**src/rtl/ipc_mbx_pkg.sv**
```systemverilog
package ipc_mbx_pkg;
  localparam int DATA_W      = 32;
  localparam int BE_W        = DATA_W / 8;
  // command word fields
  localparam int CMD_IOC_BIT = 8;
  localparam int CMD_ID_LSB  = 12;
  localparam int CMD_ID_W    = 4;
  // status word fields
  localparam int ST_BUSY     = 0;
  localparam int ST_ERR      = 1;
  localparam int ST_ID_LSB   = 4;
  localparam int ST_INIT_LSB = 8;
  localparam int ST_CODE_LSB = 16;
  localparam int INIT_W      = 8;
  localparam int CODE_W      = 8;
  // word indices on the host map
  localparam int W_CMD       = 0;
  localparam int W_STAT      = 1;
  localparam int W_SPTR      = 2;
  localparam int W_DPTR      = 3;
  localparam int W_INBUF     = 32;

  typedef struct packed {
    logic cmd;
    logic stat;
    logic sptr;
    logic dptr;
    logic inbuf;
    logic outbuf;
  } mbx_hit_t;
endpackage

```
**src/rtl/ipc_mbx_decode.sv**
```systemverilog
module ipc_mbx_decode
  import ipc_mbx_pkg::*;
#(
  parameter int ADDR_W    = 8,
  parameter int BUF_WORDS = 4,
  localparam int IDX_W    = $clog2(BUF_WORDS)
) (
  input  logic              clk,
  input  logic              rst_n,
  input  logic [ADDR_W-1:0] addr,
  input  logic [BE_W-1:0]   be,
  output mbx_hit_t          hit,
  output logic [IDX_W-1:0]  idx,
  output logic              full_be
);
  localparam int WORD_W    = ADDR_W - 2;
  localparam int OUT_BASE  = W_INBUF + BUF_WORDS;

  logic [WORD_W-1:0] word;
  logic [WORD_W-1:0] in_off;
  logic [WORD_W-1:0] out_off;

  always_comb begin
    word    = addr[ADDR_W-1:2];
    in_off  = word - WORD_W'(W_INBUF);
    out_off = word - WORD_W'(OUT_BASE);
    full_be = &be;
    hit        = '0;
    hit.cmd    = (word == WORD_W'(W_CMD));
    hit.stat   = (word == WORD_W'(W_STAT));
    hit.sptr   = (word == WORD_W'(W_SPTR));
    hit.dptr   = (word == WORD_W'(W_DPTR));
    hit.inbuf  = (word >= WORD_W'(W_INBUF)) && (word < WORD_W'(OUT_BASE));
    hit.outbuf = (word >= WORD_W'(OUT_BASE)) && (word < WORD_W'(OUT_BASE + BUF_WORDS));
    idx        = hit.outbuf ? out_off[IDX_W-1:0] : in_off[IDX_W-1:0];
  end

  // one address selects at most one register
  assert_onehot_hit_R1: assert property (@(posedge clk) disable iff (!rst_n)
    $onehot0(hit));
endmodule

```
**src/rtl/ipc_mbx_regfile.sv**
```systemverilog
module ipc_mbx_regfile
  import ipc_mbx_pkg::*;
#(
  parameter int BUF_WORDS = 4,
  localparam int IDX_W    = $clog2(BUF_WORDS)
) (
  input  logic              clk,
  input  logic              rst_n,
  input  logic              h_wr,
  input  logic              full_be,
  input  mbx_hit_t          hit,
  input  logic [IDX_W-1:0]  h_idx,
  input  logic [DATA_W-1:0] h_wdata,
  input  logic [IDX_W-1:0]  c_wbuf_idx,
  input  logic              c_rbuf_we,
  input  logic [IDX_W-1:0]  c_rbuf_idx,
  input  logic [DATA_W-1:0] c_rbuf_data,
  output logic [DATA_W-1:0] sptr,
  output logic [DATA_W-1:0] dptr,
  output logic [DATA_W-1:0] h_inbuf_rd,
  output logic [DATA_W-1:0] h_outbuf_rd,
  output logic [DATA_W-1:0] c_wbuf_data
);
  logic              wr_ok;
  logic [DATA_W-1:0] inbuf  [BUF_WORDS];
  logic [DATA_W-1:0] outbuf [BUF_WORDS];

  assign wr_ok = h_wr && full_be;

  always_ff @(posedge clk or negedge rst_n) begin
    if (!rst_n) begin
      sptr <= '0;
      dptr <= '0;
    end else begin
      if (wr_ok && hit.sptr) sptr <= h_wdata;
      if (wr_ok && hit.dptr) dptr <= h_wdata;
    end
  end

  for (genvar g = 0; g < BUF_WORDS; g++) begin : g_word
    always_ff @(posedge clk or negedge rst_n) begin
      if (!rst_n) begin
        inbuf[g]  <= '0;
        outbuf[g] <= '0;
      end else begin
        if (wr_ok && hit.inbuf && h_idx == IDX_W'(g)) inbuf[g] <= h_wdata;
        if (c_rbuf_we && c_rbuf_idx == IDX_W'(g))     outbuf[g] <= c_rbuf_data;
      end
    end
  end

  assign h_inbuf_rd  = inbuf[h_idx];
  assign h_outbuf_rd = outbuf[h_idx];
  assign c_wbuf_data = inbuf[c_wbuf_idx];

  // a partial-enable write leaves the pointers alone
  assert_partial_keeps_R4: assert property (@(posedge clk) disable iff (!rst_n)
    (h_wr && !full_be) |=> ($stable(sptr) && $stable(dptr)));
endmodule

```
**src/rtl/ipc_mbx_ctrl.sv**
```systemverilog
module ipc_mbx_ctrl
  import ipc_mbx_pkg::*;
(
  input  logic              clk,
  input  logic              rst_n,
  input  logic              cmd_wr,
  input  logic [DATA_W-1:0] h_wdata,
  input  logic [INIT_W-1:0] h_init_id,
  input  logic              c_done,
  input  logic              c_err,
  input  logic [CODE_W-1:0] c_err_code,
  output logic [DATA_W-1:0] status,
  output logic [DATA_W-1:0] cmd_q,
  output logic              busy,
  output logic              c_irq,
  output logic              h_done_irq,
  output logic              overrun
);
  logic                accept, reject, done_eff;
  logic                err_q, ioc_q;
  logic [CMD_ID_W-1:0] cid_q;
  logic [INIT_W-1:0]   init_q;
  logic [CODE_W-1:0]   code_q;

  assign accept   = cmd_wr && !busy;
  assign reject   = cmd_wr && busy;
  assign done_eff = c_done && busy;

  always_ff @(posedge clk or negedge rst_n) begin
    if (!rst_n) begin
      busy       <= 1'b0;
      err_q      <= 1'b0;
      ioc_q      <= 1'b0;
      cid_q      <= '0;
      init_q     <= '0;
      code_q     <= '0;
      cmd_q      <= '0;
      c_irq      <= 1'b0;
      h_done_irq <= 1'b0;
      overrun    <= 1'b0;
    end else begin
      c_irq      <= accept;
      h_done_irq <= done_eff && ioc_q;
      if (accept) begin
        busy   <= 1'b1;
        cmd_q  <= h_wdata;
        ioc_q  <= h_wdata[CMD_IOC_BIT];
        cid_q  <= h_wdata[CMD_ID_LSB +: CMD_ID_W];
        init_q <= h_init_id;
        err_q  <= 1'b0;
        code_q <= '0;
      end else if (done_eff) begin
        busy   <= 1'b0;
        err_q  <= c_err;
        code_q <= c_err_code;
      end
      if (reject)        overrun <= 1'b1;
      else if (done_eff) overrun <= 1'b0;
    end
  end

  always_comb begin
    status                             = '0;
    status[ST_BUSY]                    = busy;
    status[ST_ERR]                     = err_q;
    status[ST_ID_LSB +: CMD_ID_W]      = cid_q;
    status[ST_INIT_LSB +: INIT_W]      = init_q;
    status[ST_CODE_LSB +: CODE_W]      = code_q;
  end

  assert_irq_single_R3: assert property (@(posedge clk) disable iff (!rst_n)
    c_irq |=> !c_irq);
  assert_busy_hold_R5: assert property (@(posedge clk) disable iff (!rst_n)
    (busy && !c_done) |=> busy);
  assert_done_irq_R6: assert property (@(posedge clk) disable iff (!rst_n)
    h_done_irq |-> (!busy && $past(busy)));
  assert_reject_sticky_R7: assert property (@(posedge clk) disable iff (!rst_n)
    (cmd_wr && busy) |=> (overrun && $stable(cmd_q) && !c_irq));
endmodule

```
**src/rtl/ipc_mailbox.sv**
```systemverilog
module ipc_mailbox
  import ipc_mbx_pkg::*;
#(
  parameter int ADDR_W    = 8,
  parameter int BUF_WORDS = 4
) (
  input  logic                         clk,
  input  logic                         rst_n,
  input  logic                         h_wr,
  input  logic                         h_rd,
  input  logic [ADDR_W-1:0]            h_addr,
  input  logic [3:0]                   h_be,
  input  logic [31:0]                  h_wdata,
  input  logic [7:0]                   h_init_id,
  output logic [31:0]                  h_rdata,
  output logic                         h_done_irq,
  output logic                         c_irq,
  output logic [31:0]                  c_cmd,
  output logic                         c_busy,
  output logic                         c_overrun,
  output logic [31:0]                  c_sptr,
  output logic [31:0]                  c_dptr,
  input  logic [$clog2(BUF_WORDS)-1:0] c_wbuf_idx,
  output logic [31:0]                  c_wbuf_data,
  input  logic                         c_rbuf_we,
  input  logic [$clog2(BUF_WORDS)-1:0] c_rbuf_idx,
  input  logic [31:0]                  c_rbuf_data,
  input  logic                         c_done,
  input  logic                         c_err,
  input  logic [7:0]                   c_err_code
);
  localparam int IDX_W = $clog2(BUF_WORDS);

  mbx_hit_t          hit;
  logic [IDX_W-1:0]  idx;
  logic              full_be;
  logic [DATA_W-1:0] status, in_rd, out_rd;

  ipc_mbx_decode #(.ADDR_W(ADDR_W), .BUF_WORDS(BUF_WORDS)) u_dec (
    .clk(clk), .rst_n(rst_n), .addr(h_addr), .be(h_be),
    .hit(hit), .idx(idx), .full_be(full_be));

  ipc_mbx_regfile #(.BUF_WORDS(BUF_WORDS)) u_regs (
    .clk(clk), .rst_n(rst_n), .h_wr(h_wr), .full_be(full_be), .hit(hit),
    .h_idx(idx), .h_wdata(h_wdata), .c_wbuf_idx(c_wbuf_idx),
    .c_rbuf_we(c_rbuf_we), .c_rbuf_idx(c_rbuf_idx), .c_rbuf_data(c_rbuf_data),
    .sptr(c_sptr), .dptr(c_dptr), .h_inbuf_rd(in_rd), .h_outbuf_rd(out_rd),
    .c_wbuf_data(c_wbuf_data));

  ipc_mbx_ctrl u_ctrl (
    .clk(clk), .rst_n(rst_n), .cmd_wr(h_wr && full_be && hit.cmd),
    .h_wdata(h_wdata), .h_init_id(h_init_id), .c_done(c_done), .c_err(c_err),
    .c_err_code(c_err_code), .status(status), .cmd_q(c_cmd), .busy(c_busy),
    .c_irq(c_irq), .h_done_irq(h_done_irq), .overrun(c_overrun));

  // command word is write-only; reserved space reads zero
  always_comb begin
    h_rdata = '0;
    if (h_rd) begin
      unique case (1'b1)
        hit.stat:   h_rdata = status;
        hit.sptr:   h_rdata = c_sptr;
        hit.dptr:   h_rdata = c_dptr;
        hit.inbuf:  h_rdata = in_rd;
        hit.outbuf: h_rdata = out_rd;
        default:    h_rdata = '0;
      endcase
    end
  end

  assert_idle_rdata_R8: assert property (@(posedge clk) disable iff (!rst_n)
    (!h_rd || hit.cmd) |-> (h_rdata == '0));
endmodule

```
**config.mk**
```make
export PLATFORM = sky130hd
export DESIGN_NAME = ipc_mailbox
export DESIGN_NICKNAME = d
export VERILOG_FILES = /design/src/rtl/ipc_mbx_pkg.sv /design/src/rtl/ipc_mbx_decode.sv /design/src/rtl/ipc_mbx_regfile.sv /design/src/rtl/ipc_mbx_ctrl.sv /design/src/rtl/ipc_mailbox.sv
export SDC_FILE = /design/constraint.sdc
export NUM_CORES = 1
export LEC_CHECK = 0
export BUFFER_PORTS_ARGS = -buffer_cell sky130_fd_sc_hd__buf_2
export CAP_MARGIN = 40
export CORE_MARGIN = 3
export CORE_UTILIZATION = 55
export DETAILED_ROUTE_END_ITERATION = 6
export PLACE_DENSITY = 0.81
export SLEW_MARGIN = 10
export SYNTH_ARGS = -nofsm -noshare
export SYNTH_HDL_FRONTEND = slang
export SYNTH_HIERARCHICAL = 1
export SYNTH_SLANG_ARGS = --single-unit
```
**constraint.sdc**
```tcl
create_clock -name clk -period 2.6 [get_ports clk]
set_input_delay 0.13 -clock clk [delete_from_list [all_inputs] [get_ports clk]]
set_output_delay 0.13 -clock clk [all_outputs]
set_load 0.01 [all_outputs]
```
Word level (Yosys, flattened, before mapping)

Cells that the tools add are included.

Multiplexer cells: 19
Bitwise logic cells: 2
Reduce and logical (&&, ||, !) cells: 26
Order comparisons: 6
Eq/ne operators: 9
Add/subtract/negate cells: 2

Operator list:

| cell                  | count |
|---|---|
| $mux W32              | 7 |
| $bmux W32 S2          | 3 |
| $pmux W32 S5          | 1 |
| $logic_and A1 B1 Y1   | 19 |
| $mux W8               | 2 |
| $eq A6 B2 Y1 const B  | 2 |
| $ge A6 B6 Y1 const B  | 2 |
| $lt A6 B6 Y1 const B  | 2 |
| $eq A2 B2 Y1 const B  | 4 |
| $eq A6 B1 Y1 const B  | 1 |
| $ge A3 B3 Y1 const B  | 2 |
| $logic_not A6 Y1      | 1 |
| $not A2 Y3            | 2 |
| $mux W1               | 5 |
| $eq A2 B1 Y1 const B  | 2 |
| $logic_not A2 Y1      | 2 |
| $reduce_and A4 Y1     | 1 |
| $reduce_bool A2 Y1    | 2 |
| $sub A2 B1 Y2 const B | 2 |
| $mux W2               | 1 |
| $logic_not A1 Y1      | 1 |

Bits in registers: 378
Input bits: 103

Longest topological paths before layout

Depth after elaboration: 9
Depth in mapped cells: 7

By module

Netlist, hierarchy kept.

By module, submodules not included:

| module          | cells each | area an instance (µm²) | seq. area each (µm²) | instances |
|---|---|---|---|---|
| ipc_mbx_regfile | 802        | 14094.8                | 8007.7               | 1 |
| ipc_mbx_ctrl    | 142        | 2327.2                 | 1326.3               | 1 |
| ipc_mailbox     | 121        | 904.6                  | 0.0                  | 1 |
| ipc_mbx_decode  | 11         | 93.8                   | 0.0                  | 1 |

Least setup slack after synthesis

Ideal clock, no wire load.

Kind: input to register
Start point: input port h_addr[5]
End point: register u_regs/inbuf[65] in the netlist's numbering
Stages: 6
Required time: 2.472 ns
Arrival time: 2.025 ns
Buffers on the path: 2
Setup slack: 0.448 ns
Path through: nor4b_1 nand3_1 or3_1 clkbuf_1 buf_2 mux2_1

Word-level cells in the longest chain between the ends: 5

Ends and longest elaborated chain:

| item                                                | line                  | RTL |
|---|---|---|
| from (decl)                                         | ipc_mailbox.sv:11     | `input logic [ADDR_W-1:0] h_addr,` |
| $ge A6 B6 Y1 / $lt A6 B6 Y1 (equally long branches) | ipc_mbx_decode.sv:34  | `hit.outbuf = (word >= WORD_W'(OUT_BASE)) && (word < WORD_W'(OUT_BASE + BUF_WORDS));` |
| $logic_and A1 B1 Y1                                 | ipc_mbx_decode.sv:34  |  |
| $mux W2                                             | ipc_mbx_decode.sv:35  | `idx = hit.outbuf ? out_off[IDX_W-1:0] : in_off[IDX_W-1:0];` |
| $eq A2 B1 Y1                                        | ipc_mbx_regfile.sv:46 | `if (wr_ok && hit.inbuf && h_idx == IDX_W'(g)) inbuf[g] <= h_wdata;` |
| $logic_and A1 B1 Y1 (*)                             | ipc_mbx_regfile.sv:46 |  |
| to (signal, indexed assignment)                     | ipc_mbx_regfile.sv:46 |  |
| to (decl)                                           | ipc_mbx_regfile.sv:25 | `logic [DATA_W-1:0] inbuf [BUF_WORDS];` |

Every way passes the cells marked *; elsewhere a longest branch is shown, timed or not.
A chain may end at the register's enable or synchronous reset.

Final worst setup path

Start point: register u_regs/outbuf[16] in the netlist's numbering
End point: output port h_rdata[16]

Word-level cells in the longest chain between the ends: 5

Ends and longest elaborated chain:

| item                                         | line                  | RTL |
|---|---|---|
| from (decl)                                  | ipc_mbx_regfile.sv:26 | `logic [DATA_W-1:0] outbuf [BUF_WORDS];` |
| from (signal, indexed assignment)            | ipc_mbx_regfile.sv:47 | `if (c_rbuf_we && c_rbuf_idx == IDX_W'(g)) outbuf[g] <= c_rbuf_data;` |
| $bmux W32 S2                                 | ipc_mbx_regfile.sv:53 | `assign h_outbuf_rd = outbuf[h_idx];` |
| $mux W32 (implied by the code) (2 in series) | ipc_mbx_regfile.sv:53 |  |
| net out_rd[16]                               | ipc_mailbox.sv:37     | `logic [DATA_W-1:0] status, in_rd, out_rd;` |
| $pmux W32 S5                                 | ipc_mailbox.sv:60     | `unique case (1'b1)` |
| $mux W32                                     | ipc_mailbox.sv:59     | `if (h_rd) begin` |
| to (decl)                                    | ipc_mailbox.sv:15     | `output logic [31:0] h_rdata,` |

The timed path passes the listed nets, and every way through them passes these cells. The select of a mux whose other input is x is not followed.

==> impl_metrics.tcl <==
set metrics [dict create \
    status "complete, but fails checks" \
    failed_checks "DRC" \
    routed.top_layer "met4" \
    netlist-cell-type-count 34 \
    arrival_ps 2220 \
    path_delay_family "compound AO/OA/AOI/OAI gates" \
    dieArea_um2 33800 \
    crit_chain "mux4_2 -> a222oi_1 -> a21oi_1 -> buf_2" \
    clockBufferDepth 3 \
    grt_usage 0.293 \
    synthCells 1076 \
    setup_tns_ps 0 \
    num_vias 11900 \
    synth_top_cell_by_area "dfrtp_1" \
    hold_buffers 81 \
    viasPerCell 6.40 \
    synth_seq_cells 373 \
    fin_area_um2 21600 \
    overflow 0 \
    relSlewSlack 0.571 \
    period_needed_ps 2350 \
    power_density_nw_per_um2 645 \
    postRouteAntennaNets 0 \
    leakage_uw 0.0104 \
    ys_seq_area_frac 0.536 \
    cts-buffers-inserted 40 \
    multiInputGateArea_um2 7630 \
    clk_pin_slew_ps 60 \
    avgSynthCellArea_um2 16.2 \
    critPathBufInv 1 \
    max-vdd-ir-drop_v 0.000464 \
    worst_slew_pin_slew_ps 642 \
    maxCapViolations 0 \
    dr_wl_met2_um 24600 \
    cts_tree "done" \
    min_period_over_period 0.905 \
    wl_met1_um 20000 \
    fmax_mhz 425 \
    finalSetupViolCount 0 \
    wire_per_inst_um 26.8 \
    fin_skew_ps 15.1 \
    netlist_area_um2 17400 \
    required_ps 2470 \
    grt_max_degree 95 \
    slowest_stage "a222oi_1" \
    dp.cells 1700 \
    post-dp-hpwl_um 31900 \
    fp.dieH_um 184 \
    cts_resized 0 \
    grt_pass1_vias 12700 \
    drtIter0Drc 1103 \
    yosysWarnings 6 \
    num_io_pins 267 \
    rsz0062_at_grt "no" \
    placed_area_um2 19400 \
    post_cts_buffers 0 \
    fin_nets 1531 \
    hold_violations 0 \
    start_util 0.564 \
    setup_slack_ps 247 \
    drc 1 \
    grt_pass1_wl_um 75900 \
    wirelength_um 49700 \
    fin_worst_hold_slack_ps 81.5 \
    antenna_found_initial 0 \
    area.sequential_um2 9330 \
    cp-end-kind "output pin" \
    fillerInstances 1974 \
    portBuffers 264 \
    first_pass_iters 7 \
    die_w_um 184 \
    synth_top_area_share 0.536 \
    synthToLayoutAreaGrowth_pct 23.9 \
    cts_max_level 2 \
    startpoint_type "flop" \
    netlist_top_cells_area "dfrtp_1 54%, mux2_2 17%, mux4_2 12%, mux2_1 4.0%, mux2_4 3.4%" \
    rows 64 \
    drv_slew 0 \
    dpl_worst_slack_ps 170 \
    diodes 0 \
    drive_above_1_share 0.560 \
    core_um2 30900 \
    crit_path_max_fanout 2 \
    hold_path.class "primary input to flop" \
    gp_congestion 0.810 \
    cts_root_buffer "clkbuf_16" \
    finalNonFillerCells 1855 \
    met3WireLength_um 3520 \
    cpPeakStageDelay_ps 520 \
    critPathKind "flop to output pin" \
    numClockSinks 373 \
    clk_latency_ps 530 \
]
==> per-layer routing <==
layer / vias up / track usage
li1: 4857 / -
met1: 6302 / 0.399
met2: 601 / 0.491
met3: 115 / 0.0406
met4: 0 / 0.101
met5: - / 0
==> cell usage after synthesis <==
cell type  number
dfrtp_1       373
mux2_2        268
mux4_2         96
mux2_1         62
mux2_4         39
buf_2          33
a222oi_1       32
a22oi_1        32
clkbuf_1       32
a21oi_1        23
buf_4          19
a21oi_2        10
a22o_1         10
buf_1           9
buf_6           8
nand3_1         4
nor2_1          3
nor3b_2         3
and3_1          2
nand2_1         2
nand3b_1        2
or4_4           2
and4_1          1
and4bb_2        1
conb_1          1
inv_2           1
nand4_1         1
nor2b_1         1
nor3_1          1
nor3_2          1
nor4b_1         1
o21ai_4         1
or2_1           1
or3_1           1
==> state kept, by name, indices dropped and copies added (netlist names) <==
name / count
u_regs/inbuf: 128
u_regs/outbuf: 128
u_ctrl/cmd_q: 32
u_regs/dptr: 32
u_regs/sptr: 32
u_ctrl/code_q: 8
u_ctrl/init_q: 8
u_ctrl/busy: 1
u_ctrl/c_irq: 1
u_ctrl/err_q: 1
u_ctrl/h_done_irq: 1
u_ctrl/overrun: 1
==> metrics by stage <==
stage | total power (uW) | util
6_report | 13900 | 0.699
5_1_grt | 14400 | 0.699
4_1_cts | 14000 | 0.698
3_5_place_dp | 8010 | 0.628
3_3_place_gp | 7920 | 0.627
2_1_floorplan | 7410 | -
==> report_power, final <==
| group | total [uW] | internal [uW] | switching [uW] |
|---|---|---|---|
| registers | 6530 | 6270 | 264 |
| clock network | 5880 | 3530 | 2350 |
| logic | 1510 | 841 | 666 |
==> cells in the final DEF, fill, tap and decap left out, types with 3 or more instances in the layout <==
| cell | instances |
|---|---|
| clkinv_2 | 9 |
| buf_12 | 13 |
| a21oi_2 | 10 |
| mux2_1 | 62 |
| a22o_1 | 10 |
| buf_4 | 44 |
| clkbuf_16 | 41 |
| dfrtp_1 | 373 |
| a22oi_1 | 32 |
| clkbuf_1 | 7 |
| nand3_2 | 3 |
| buf_2 | 261 |
| a21oi_1 | 23 |
| clkbuf_8 | 8 |
| conb_1 | 10 |
| bufinv_16 | 4 |
| a222oi_1 | 32 |
| mux2_2 | 268 |
| nor3b_4 | 3 |
| mux2_4 | 39 |
| dlygate4sd3_1 | 82 |
| mux4_2 | 96 |
==> final timing paths <==
path | slack, ps | depth (start not counted) | end | start
worst min register to register | 500 | 1 | u_regs/outbuf[46]$_DFFE_PN0P_ | u_regs/outbuf[46]$_DFFE_PN0P_
min in group asynchronous | 160 | 2 | u_regs/dptr[31]$_DFFE_PN0P_ | rst_n
worst max register to register | 1100 | 3 | u_ctrl/cmd_q[17]$_DFFE_PN0P_ | u_ctrl/busy$_DFFE_PN0P_
max in group asynchronous | 1480 | 3 | u_regs/outbuf[23]$_DFFE_PN0P_ | rst_n
worst max-delay path | 250 | 4 | h_rdata[16] | u_regs/outbuf[16]$_DFFE_PN0P_
worst min-delay path | 80 | 2 | u_ctrl/busy$_DFFE_PN0P_ | c_done
==> cell families (layout without fill, tap and decap cells) <==
kind of cell | Yosys count | in the layout | synth area share
AO/OA/AOI/OAI | 108 | 108 | 0.0498
buffers and inverters | 102 | 476 | 0.0319
flip-flops | 373 | 373 | 0.536
multiplexers | 465 | 465 | 0.371
other | 1 | 10 | 0.000215
AND/OR/NAND/NOR | 27 | 27 | 0.0113
==> final cells by class <==
type                       instances  share of cell area
clock buffer                      56              0.0538
clock inverter                    17             0.00933
inverter                           1            0.000174
multi-input combinational        610               0.354
sequential                       373               0.432
tap                              396              0.0229
timing repair buffer             402               0.128
(Power assumes the default switching activity.)
